===== src/rtl/addr_ctl_pkg.sv =====
// Package: shared widths and the stored-word layout for the address latch.
// Assumes a two-bit address and two sections unless overridden at the top.
package addr_ctl_pkg;
    localparam int unsigned ADDR_BITS    = 2;
    localparam int unsigned SECTION_CNT  = 2;
    localparam int unsigned CHAN_PER_SEC = 1 << ADDR_BITS;

    // Operating state selected by the control pins.
    typedef enum logic [1:0] {
        MODE_HOLD  = 2'd0,
        MODE_WRITE = 2'd1,
        MODE_READ  = 2'd2,
        MODE_NOOP  = 2'd3
    } ctl_mode_t;
endpackage


===== src/rtl/addr_mode_decode.sv =====
// Module: addr_mode_decode
// Turns the strobe, direction and reset pins into a mode, a write enable
// and a pin-drive enable. Assumes the controls are already synchronous to clk.
module addr_mode_decode
    import addr_ctl_pkg::*;
(
    input  logic      rs_n,
    input  logic      wr_n,
    input  logic      io_dir,
    output ctl_mode_t mode,
    output logic      write_en,
    output logic      drive_en
);
    // Pick the mode from the strobe and the direction control.
    always_comb begin
        unique case ({io_dir, wr_n})
            2'b00:   mode = MODE_WRITE;
            2'b01:   mode = MODE_HOLD;
            2'b11:   mode = MODE_READ;
            default: mode = MODE_NOOP;
        endcase
    end

    // Reset blocks both capture and drive.
    always_comb begin
        write_en = rs_n && (mode == MODE_WRITE);
        drive_en = rs_n && (mode == MODE_READ);
    end
endmodule


===== src/rtl/addr_latch_reg.sv =====
// Module: addr_latch_reg
// Stores the enable and address word. It loads on write_en and clears on
// a synchronous active-low reset. Assumes write_en is already gated by reset.
module addr_latch_reg #(
    parameter int unsigned WIDTH = 3
) (
    input  logic             clk,
    input  logic             rs_n,
    input  logic             write_en,
    input  logic [WIDTH-1:0] d,
    output logic [WIDTH-1:0] q
);
    // Capture the pins when writing, clear on reset, otherwise hold.
    always_ff @(posedge clk) begin
        if (!rs_n)
            q <= '0;
        else if (write_en)
            q <= d;
    end

    a_r1_write_capture: assert property (@(posedge clk) disable iff (!rs_n)
        write_en |=> (q == $past(d)));
    a_r3_hold_value: assert property (@(posedge clk) disable iff (!rs_n)
        !write_en |=> $stable(q));
    a_r5_reset_clear: assert property (@(posedge clk)
        !rs_n |=> (q == '0));
endmodule


===== src/rtl/switch_decode.sv =====
// Module: switch_decode
// Decodes the stored address into one-hot switch closes, one group per section.
// Assumes every section shares the same address. Outputs stay low while
// active is low.
module switch_decode #(
    parameter int unsigned ADDR_W   = 2,
    parameter int unsigned SECTIONS = 2
) (
    input  logic                             clk,
    input  logic                             rs_n,
    input  logic                             active,
    input  logic [ADDR_W-1:0]                addr,
    output logic [SECTIONS*(1<<ADDR_W)-1:0]  sw_close
);
    localparam int unsigned CHANS = 1 << ADDR_W;

    for (genvar s = 0; s < SECTIONS; s++) begin : g_sec
        logic [CHANS-1:0] sec_sel;

        // One-hot select for this section, or all open.
        always_comb begin
            sec_sel = '0;
            if (active)
                sec_sel[addr] = 1'b1;
        end

        assign sw_close[s*CHANS +: CHANS] = sec_sel;

        a_r6_one_per_section: assert property (@(posedge clk) disable iff (!rs_n)
            active |-> ($countones(sw_close[s*CHANS +: CHANS]) == 1));
        a_r7_all_open: assert property (@(posedge clk)
            !active |-> (sw_close[s*CHANS +: CHANS] == '0));
    end
endmodule


===== src/rtl/addr_readback_latch.sv =====
// Module: addr_readback_latch (top)
// Address and enable latch with readback on shared pins and a switch-close decode.
// Pin layout: the low ADDR_W bits are the address and the top bit is the enable.
// Assumes all controls are synchronous to clk.
module addr_readback_latch
    import addr_ctl_pkg::*;
#(
    parameter int unsigned ADDR_W   = ADDR_BITS,
    parameter int unsigned SECTIONS = SECTION_CNT
) (
    input  logic                            clk,
    input  logic                            rs_n,
    input  logic                            wr_n,
    input  logic                            io_dir,
    input  logic [ADDR_W:0]                 pin_in,
    output logic [ADDR_W:0]                 pin_out,
    output logic [ADDR_W:0]                 pin_oe,
    output logic [SECTIONS*(1<<ADDR_W)-1:0] sw_close
);
    localparam int unsigned PIN_W = ADDR_W + 1;

    ctl_mode_t        mode;
    logic             write_en;
    logic             drive_en;
    logic [PIN_W-1:0] stored;
    logic             sw_active;

    addr_mode_decode i_mode (
        .rs_n     (rs_n),
        .wr_n     (wr_n),
        .io_dir   (io_dir),
        .mode     (mode),
        .write_en (write_en),
        .drive_en (drive_en)
    );

    addr_latch_reg #(.WIDTH(PIN_W)) i_latch (
        .clk      (clk),
        .rs_n     (rs_n),
        .write_en (write_en),
        .d        (pin_in),
        .q        (stored)
    );

    // Switches close only while out of reset and with the stored enable set.
    always_comb sw_active = rs_n && stored[ADDR_W];

    switch_decode #(.ADDR_W(ADDR_W), .SECTIONS(SECTIONS)) i_sw (
        .clk      (clk),
        .rs_n     (rs_n),
        .active   (sw_active),
        .addr     (stored[ADDR_W-1:0]),
        .sw_close (sw_close)
    );

    // Readback drive: the stored word, enabled on every pin together.
    always_comb begin
        pin_out = stored;
        pin_oe  = {PIN_W{drive_en}};
    end

    a_r2_drive_only_readback: assert property (@(posedge clk)
        (pin_oe != '0) |-> (rs_n && wr_n && io_dir && (mode == MODE_READ)));
    a_r4_noop_no_drive: assert property (@(posedge clk) disable iff (!rs_n)
        (io_dir && !wr_n) |-> (pin_oe == '0));
    a_r4_noop_hold: assert property (@(posedge clk) disable iff (!rs_n)
        (io_dir && !wr_n) |=> $stable(pin_out));
    a_r5_reset_opens: assert property (@(posedge clk)
        !rs_n |-> ((sw_close == '0) && (pin_oe == '0)));
endmodule


===== config.mk =====
export PLATFORM = sky130hd
export DESIGN_NAME = addr_readback_latch
export DESIGN_NICKNAME = d
export VERILOG_FILES = /design/src/rtl/addr_ctl_pkg.sv /design/src/rtl/addr_mode_decode.sv /design/src/rtl/addr_latch_reg.sv /design/src/rtl/switch_decode.sv /design/src/rtl/addr_readback_latch.sv
export SDC_FILE = /design/constraint.sdc
export NUM_CORES = 1
export LEC_CHECK = 0
export BUFFER_PORTS_ARGS = -buffer_cell sky130_fd_sc_hd__clkbuf_2
export CAP_MARGIN = 15
export CORE_AREA = 10 10 47 49
export CTS_BUF_LIST = sky130_fd_sc_hd__clkbuf_8 sky130_fd_sc_hd__clkbuf_16
export DETAILED_ROUTE_END_ITERATION = 7
export DIE_AREA = 0 0 57 59
export PLACE_DENSITY = 0.43
export SLEW_MARGIN = 20
export SYNTH_ARGS = -nofsm -noshare
export SYNTH_HDL_FRONTEND = slang
export SYNTH_SLANG_ARGS = --single-unit

===== constraint.sdc =====
create_clock -name clk -period 1.9 [get_ports clk]
set_input_delay 0 -clock clk [delete_from_list [all_inputs] [get_ports clk]]
set_output_delay 0 -clock clk [all_outputs]
set_load 0.005 [all_outputs]

## Word level (Yosys, flattened, before mapping)

Cells that the tools add are included.

| storage, ports and cells | value |
|---|---|
| register bits | 3 |
| bits in latches | 0 |
| memory bits (writable) | 0 |
| ROM bits | 0 |
| logic and storage cells | 16 |
| memories kept | 0 |

| operators by class | value |
|---|---|
| add/sub/neg operators | 0 |
| multipliers | 0 |
| divide/modulo/power cells | 0 |
| order comparisons | 2 |
| equal/unequal tests | 4 |
| shifts and indexed selects | 0 |
| muxes and demuxes | 4 |
| bitwise logic cells | 0 |
| reduce and logical (&&, ||, !) cells | 5 |

Operators with widths:

| kind | number |
|---|---|
| $pmux W2 S3 | 1 |
| $eq A2 B1 Y1 const B | 2 |
| $eq A2 B2 Y1 const B | 2 |
| $logic_and A1 B1 Y1 | 4 |
| $mux W4 | 1 |
| $lt A2 B3 Y1 const B | 1 |
| $demux W1 S2 | 1 |
| $ge A2 B1 Y1 const B | 1 |
| $logic_not A2 Y1 | 1 |
| $mux W1 | 1 |

## Longest topological paths before layout

Gate-level depths: netlist of run 1.

| logic depth | value |
|---|---|
| depth after elaboration | 5 |
| gate-level depth with buffers | 4 |
| mapped depth without buffers | 2 |

## Modules after synthesis

A second synthesis of run 1 with hierarchy kept.

| unflattened totals | value |
|---|---|
| cell total of the unflattened synthesis | 25 |
| area total of the unflattened synthesis | 231.5 µm² |

Modules (own cells, without submodules):

| module | instances | cells an instance | area an instance (µm²) | seq. area each (µm²) |
|---|---|---|---|---|
| addr_latch_reg | 1 | 9 | 108.9 | 60.1 |
| switch_decode | 1 | 8 | 67.6 | 0.0 |
| addr_readback_latch | 1 | 4 | 28.8 | 0.0 |
| addr_mode_decode | 1 | 4 | 26.3 | 0.0 |

## Worst setup path before layout of run 1

No wires, ideal clock.

| path | value |
|---|---|
| path type | register to output |
| from | register i_latch.q[1] |
| to | output port sw_close[6] |
| arrival | 0.852 ns |
| data required time | 1.900 ns |
| slack | 1.048 ns |
| stages on the path, launching flop included | 4 |
| cell sequence | dfxtp_1 inv_1 nor3_1 buf_4 |

| between the ends | value |
|---|---|
| cells in the longest elaborated chain, start to end | 5 |

RTL lines:

| what | line | text |
|---|---|---|
| from (decl) | addr_latch_reg.sv:11 | `output logic [WIDTH-1:0] q` |
| from (signal assigned) | addr_latch_reg.sv:16 | `q <= '0;` |
| from (signal assigned) | addr_latch_reg.sv:18 | `q <= d;` |
| $lt A2 B3 Y1 / $ge A2 B1 Y1 (equally long branches) | -- |  |
| $logic_and A1 B1 Y1 | -- |  |
| $mux W1 | -- |  |
| $demux W1 S2 (*) | -- |  |
| $mux W4 (*) | -- |  |
| to (decl) | addr_readback_latch.sv:18 | `output logic [SECTIONS*(1<<ADDR_W)-1:0] sw_close` |

Every way passes the cells marked *; elsewhere a longest branch is shown, timed or not.

## Final worst setup path of run 1

| path | value |
|---|---|
| from | register i_latch.q[1] |
| to | output port sw_close[2] |

| between the ends | value |
|---|---|
| cells in the longest elaborated chain, start to end | 5 |

RTL lines:

| what | line | text |
|---|---|---|
| $lt A2 B3 Y1 (not written as such) / $ge A2 B1 Y1 (equally long branches) | switch_decode.sv:24 | `sec_sel[addr] = 1'b1;` |
| $logic_and A1 B1 Y1 (not written as such) | switch_decode.sv:24 |  |
| $mux W1 (not written as such) | switch_decode.sv:24 |  |
| $demux W1 S2 (*) | -- |  |
| $mux W4 (*) | switch_decode.sv:23 | `if (active)` |

Marks and branches as above.

==> results of run 1 <==
[cells by family after synthesis]
kind of cell,Yosys count,synth area share (%)
buffers and inverters,9,28.82
DFF,3,28.24
muxes,3,14.12
and+or+nand+nor,13,28.83
[metrics by stage]
step | cell area [um^2] | hold WS, ns | instances | total power, W
final | 320.3 | 0.01989 | 60 | 0.0002748
after global routing | 320.3 | 0.01546 | 60 | 0.0002943
after CTS | 320.3 | 0.01580 | 60 | 0.0002832
after detailed placement | 275.3 | 0.2400 | 56 | 0.00009924
after global placement | 275.3 | 0.2388 | 56 | 0.00009916
after floorplan | 212.7 | 0.1421 | 28 | 0.00008778
[synth_stat cells]
master    n  area (um^2)
nor2_1    2        7.510
nand2_2   1        6.260
nand3_1   1        5.000
buf_4     7        52.55
and3_2    1        7.510
nor2_2    1        6.260
nand2_1   5        18.77
nor3_1    2        10.01
dfxtp_1   3        60.06
clkbuf_2  1        5.000
inv_1     1        3.750
mux2i_1   3        30.03
[where the power goes]
part           internal (W)   total, W  switching, W
combinational     0.0000138  0.0000272     0.0000135
clock              0.000137   0.000177     0.0000400
sequential        0.0000668  0.0000703    0.00000351
[worst register-to-register path, cell delays in order, from the launching register on]
cell     delay (ns)
dfxtp_1        0.35
nand2_2        0.08
mux2i_1        0.12
[cell type report]
type | count | area, um^2 | share of cell area, %
repair buffers | 20 | 100.1 | 31.25
well taps | 16 | 20.02 | 6.250
multi-input cells | 16 | 91.34 | 28.52
clock buffers | 3 | 41.29 | 12.89
inverters | 1 | 3.754 | 1.172
clock inverters | 1 | 3.754 | 1.172
flip-flops and latches | 3 | 60.06 | 18.75
[how the worst max path moves through the flow]
stage | end | slack [ns] | depth (start not counted)
finish | sw_close[2] | 0.86 | 3
global route | sw_close[6] | 0.75 | 3
CTS | sw_close[6] | 0.85 | 3
detailed placement | sw_close[6] | 1.08 | 3
global placement | sw_close[4] | 1.11 | 3
floorplan | sw_close[6] | 1.05 | 3
[placed cells by master (no fill, tap or decap)]
cell type,Yosys,final
nand2_2,1,1
clkbuf_8,0,3
nor2_1,2,2
dfxtp_1,3,3
nor2_2,1,1
and3_2,1,1
clkbuf_2,1,20
inv_1,1,2
nand3_1,1,1
nand2_1,5,5
nor3_1,2,2
mux2i_1,3,3
[per-layer routing]
| metal | vias up | GRT usage [%] |
|---|---|---|
| met3 | 0 | 7.296 |
| met5 | - | 0 |
| met1 | 87 | 2.973 |
| met2 | 15 | 4.651 |
| met4 | 0 | 1.007 |
| li1 | 116 | - |
==> impl_results.md, run 1 <==
* Initial core utilization at 15.18%
* Residual DRC count at 0
* Slew @ Worst Pin at 0.2199 ns
* Reg2reg setup slack at 1.27 ns
* CP peak stage delay at 0.38 ns
* Area Overhead vs Synth at 50.59%
* Final Util at 22.86%
* Clock Skew at 0 ns
* Dpl hpwl at 587.2 um
* Core area at 1401 um^2
* Fmax at 957.5 MHz
* Crit Reg-Reg Startpoint: i_latch.q[2]
* Final Worst Setup Slack at 0.8556 ns
* CTS root buf: clkbuf_8
* Top Ports at 21
* Hold Buf Count CTS at 0
* Pre-CTS WS at 1.082 ns
* Biggest register: i_latch.q
* DRT iter0 DRCs at 3
* Max reg flops at 3
* CP Capture Type: primary output
* Setup TNS Final at 0 ns
* R2R depth at 2
* First-pass GRT wire length at 966 um
* DIE AREA at 3363 um^2
* Global Route Usage Sum at 3.978%
* Remaining global-route overflow at 0
* Share of layout cells above drive strength 1 at 59.09%
* Synth cell types at 12
* Tmin final at 1.044 ns
* H-tree levels at 1
* Pre-antenna DRT Iters at 3
* Final setup viols at 0
* CP Launch Type: flip-flop
* Max_slew headroom at 85.23%
* Largest regs: i_latch.q x3
* Die H at 59 um
* # nets final at 52
* Largest net degree at the start of global routing at 9
* Worst hold path stage count at 3
* Vias per cell at 3.633
* # fillers at 170
* Routed wl met2 at 252 um
* Final hold viol count at 0
* CP required at 1.90 ns
* PD cells at 858.1 nW/um^2
* Total length of routed wires at 669 um
* Synth Instances at 28
* Max clock buf depth at 2
* LEAKAGE at 0.1781 nW
* Unrepaired setup endpoints after global routing: no
* Syn. warnings at 0
* Worst Setup SP: i_latch.q[1]
* Routed wire length per instance at 11.15 um
* CTS Buf Count at 3
* Hold crit path type: in -> reg
* VDD IR-drop max at 333.1 uV
* Final Cycle Share at 54.97%
* # Max-Cap Violations at 0
* CP top delay family: flip-flops
* R2R Path End: i_latch.q[2]
* Routed wire length on met3 at 192 um
* Sequential area share after synthesis at 28.24%
* Worst Path Buf+Inv at 2
* Top Layer Used: met3
* Ant diodes at 0
* Cell Area, Synth at 212.7 um^2
* Clk slew on worst S/H paths at 0.03 ns
* Worst-Skew Late Latency at 0.21 ns
* Kind of critical path: reg -> out
* Vias in the first global route at 225
* Row cnt at 14
* Die W at 57 um
* Flops & latches, synth at 3
* RePlAce Congestion at 0.6771
* Status: completed
* Clock Sinks at 3
* Arr. time, crit path at 1.04 ns
* Worst hold start: pin_in[1]
* Critical path, cell by cell: inv_1 > nor3_1 > clkbuf_2
* Avg Cell Area, Syn at 7.597 um^2
* Buffers added on ports at 20
* Initial antenna violation count at 0
* Hold endpoint: i_latch.q[1]
* Peak fanout along the critical path at 5
* Synthesized net count at 35
* # Post-CTS Setup Buffers at 0
* Via count at 218
* Routed Antenna Nets at 0
* Max-slew violation count at 0
* CTS resizes at 0
* Met1 Routed Length at 223 um
* Slowest CP cell: dfxtp_1
* CTS tree: done
(Power assumes the default switching activity.)
==> inputs of run 2 (changes only) <==
==> constraint.sdc (replaced) <==
create_clock -name clk -period 1.1 [get_ports clk]
set_input_delay 0 -clock clk [delete_from_list [all_inputs] [get_ports clk]]
set_output_delay 0 -clock clk [all_outputs]
set_load 0.005 [all_outputs]
==> run 2 against run 1 <==
Total power up 74%. Core utilization increased by 0.45 points. Flip-flop and latch count is the same. Combinational power grew 74%. Via count fell by 0.92%. Worst setup slack worse by 0.75 ns. Clock power increased by 73%. Critical path depth is the same. Wire length is 0.15% lower. Sequential power up 74%.
==> impl_results.md, run 2 (synthesis gave the netlist of run 1 again) <==
* Crit Reg-Reg Startpoint: i_latch.q[2]
* Clock Sinks at 3 (unchanged)
* Largest net degree at the start of global routing at 9 (unchanged)
* Status: completed
* Share of layout cells above drive strength 1 at 63.64% (+4.5 points)
* Via count at 216 (-0.92%)
* CTS Buf Count at 3 (unchanged)
* Initial antenna violation count at 0 (unchanged)
* Residual DRC count at 0 (unchanged)
* Clk slew on worst S/H paths at 0.03 ns (about the same)
* Slew @ Worst Pin at 0.2090 ns (-0.01089 ns)
* VDD IR-drop max at 581.8 uV (+75%)
* Met1 Routed Length at 219 um (-1.8%)
* Top Ports at 21 (unchanged)
* Routed wire length per instance at 11.13 um (-0.15%)
* Buffers added on ports at 20 (unchanged)
* Total length of routed wires at 668 um (-0.15%)
* RePlAce Congestion at 0.6772 (about the same)
* First-pass GRT wire length at 966 um (unchanged)
* Worst-Skew Late Latency at 0.21 ns (about the same)
* Area Overhead vs Synth at 53.53%
* # Post-CTS Setup Buffers at 0 (unchanged)
* Max clock buf depth at 2 (unchanged)
* Ant diodes at 0 (unchanged)
* Most common cell after layout, fill and taps aside: clkbuf_2
* Top Layer Used: met3
* Core area at 1401 um^2 (unchanged)
* Max reg flops at 3 (unchanged)
* PD cells at 1461 nW/um^2 (+70%)
* Routed wire length on met3 at 192 um (unchanged)
* Worst Setup SP: i_latch.q[2]
* CP Launch Type: flip-flop
* DRT iter0 DRCs at 2 (-1)
* # Max-Cap Violations at 0 (unchanged)
* Peak fanout along the critical path at 3 (-2)
* CTS tree: done
* Setup TNS Final at 0 ns (unchanged)
* Placed cell area at 275.3 um^2 (unchanged)
* Final hold viol count at 0 (unchanged)
* Kind of critical path: reg -> out
* Initial core utilization at 15.18% (unchanged)
* CP Capture Type: primary output
* Tmin final at 0.9945 ns
* CP required at 1.10 ns (-0.80 ns)
* CTS root buf: clkbuf_8
* CP peak stage delay at 0.35 ns (-0.03 ns)
* Final design area excluding fillers at 326.6 um^2 (+2.0%)
* Max-slew violation count at 0 (unchanged)
* # fillers at 170 (unchanged)
* Largest regs: i_latch.q x3
* Slowest CP cell: dfxtp_1
* Remaining global-route overflow at 0 (unchanged)
* Worst hold start: pin_in[0]
* Die H at 59 um (unchanged)
* Hold crit path type: in -> reg
* Global Route Usage Sum at 3.978% (unchanged)
* Routed wl met2 at 256 um (+1.6%)
* # nets final at 52 (unchanged)
* Arr. time, crit path at 0.99 ns (-0.05 ns)
* Critical path, cell by cell: nand2_2 > nor3_1 > clkbuf_2
* Max_slew headroom at 85.96% (+0.73 points)
* Row cnt at 14 (unchanged)
* Biggest register: i_latch.q
* H-tree levels at 1 (unchanged)
* Clock Skew at 0 ns (unchanged)
* Die W at 57 um (unchanged)
* Fmax at 1006 MHz
* Commonest non-fill, non-tap cells in the layout: clkbuf_2, nand2_1, mux2i_1, clkbuf_8
* LEAKAGE at 0.1791 nW (+0.57%)
* Dpl hpwl at 587.2 um (unchanged)
* Routed Antenna Nets at 0 (unchanged)
* Vias per cell at 3.600 (-0.92%)
* Unrepaired setup endpoints after global routing: no
* Final setup viols at 0 (unchanged)
* Vias in the first global route at 225 (unchanged)
* Final Cycle Share at 90.41%
* DIE AREA at 3363 um^2 (unchanged)
* Pre-antenna DRT Iters at 2 (-1)
-- run 2: path summary, 6_finish.rpt --
path,cells after the start,to,slack [ns]
worst min register to register,2,i_latch.q[0],0.49
worst max-delay path,3,sw_close[0],0.11
worst min-delay path,3,i_latch.q[0],0.02
worst max register to register,2,i_latch.q[2],0.46
-- run 2: critical path, delay by kind of cell (launching register included) --
| family | cells | cell delay, ns |
|---|---|---|
| and+or+nand+nor | 2 | 0.27 |
| buffers and inverters | 1 | 0.16 |
| DFF | 1 | 0.35 |
-- run 2: report_power, final --
| group | total [W] | switching (W) | internal (W) |
|---|---|---|---|
| Clock | 0.000307 | 0.0000701 | 0.000237 |
| Combinational | 0.0000474 | 0.0000235 | 0.0000239 |
| Sequential | 0.000122 | 0.00000631 | 0.000116 |
-- run 2: layer usage --
layer	track usage (%)	vias up
li1	-	114
met1	2.973	87
met2	4.651	15
met3	7.296	0
met4	1.007	0
met5	0	-
-- run 2: final cells by class --
type / instances / area [um^2] / area share, %
clock buffer: 3 / 41.29 / 12.64
clock inverter: 1 / 3.754 / 1.149
inverter: 1 / 3.754 / 1.149
multi-input combinational: 16 / 96.34 / 29.50
sequential: 3 / 61.31 / 18.77
tap: 16 / 20.02 / 6.130
timing repair buffer: 20 / 100.1 / 30.65
-- run 2: per-stage QoR --
stage | total power, W | hold WS [ns] | cells | worst slack [ns] | utilization (%)
2_1_floorplan | 0.0001516 | 0.1421 | 28 | 0.2484 | -
3_3_place_gp | 0.0001713 | 0.2388 | 56 | 0.3087 | 19.64
3_5_place_dp | 0.0001714 | 0.2400 | 56 | 0.2816 | 19.64
4_1_cts | 0.0004892 | 0.01580 | 60 | 0.05179 | 22.86
5_1_grt | 0.0005097 | 0.01546 | 60 | 0.01816 | 23.30
6_report | 0.0004770 | 0.01587 | 60 | 0.1055 | 23.30
-- run 2: timing repair --
action | CTS | global route
endpoints found under the setup margin | 0 | 3
resized for setup | 0 | 2
hold buffers | 0 | 0
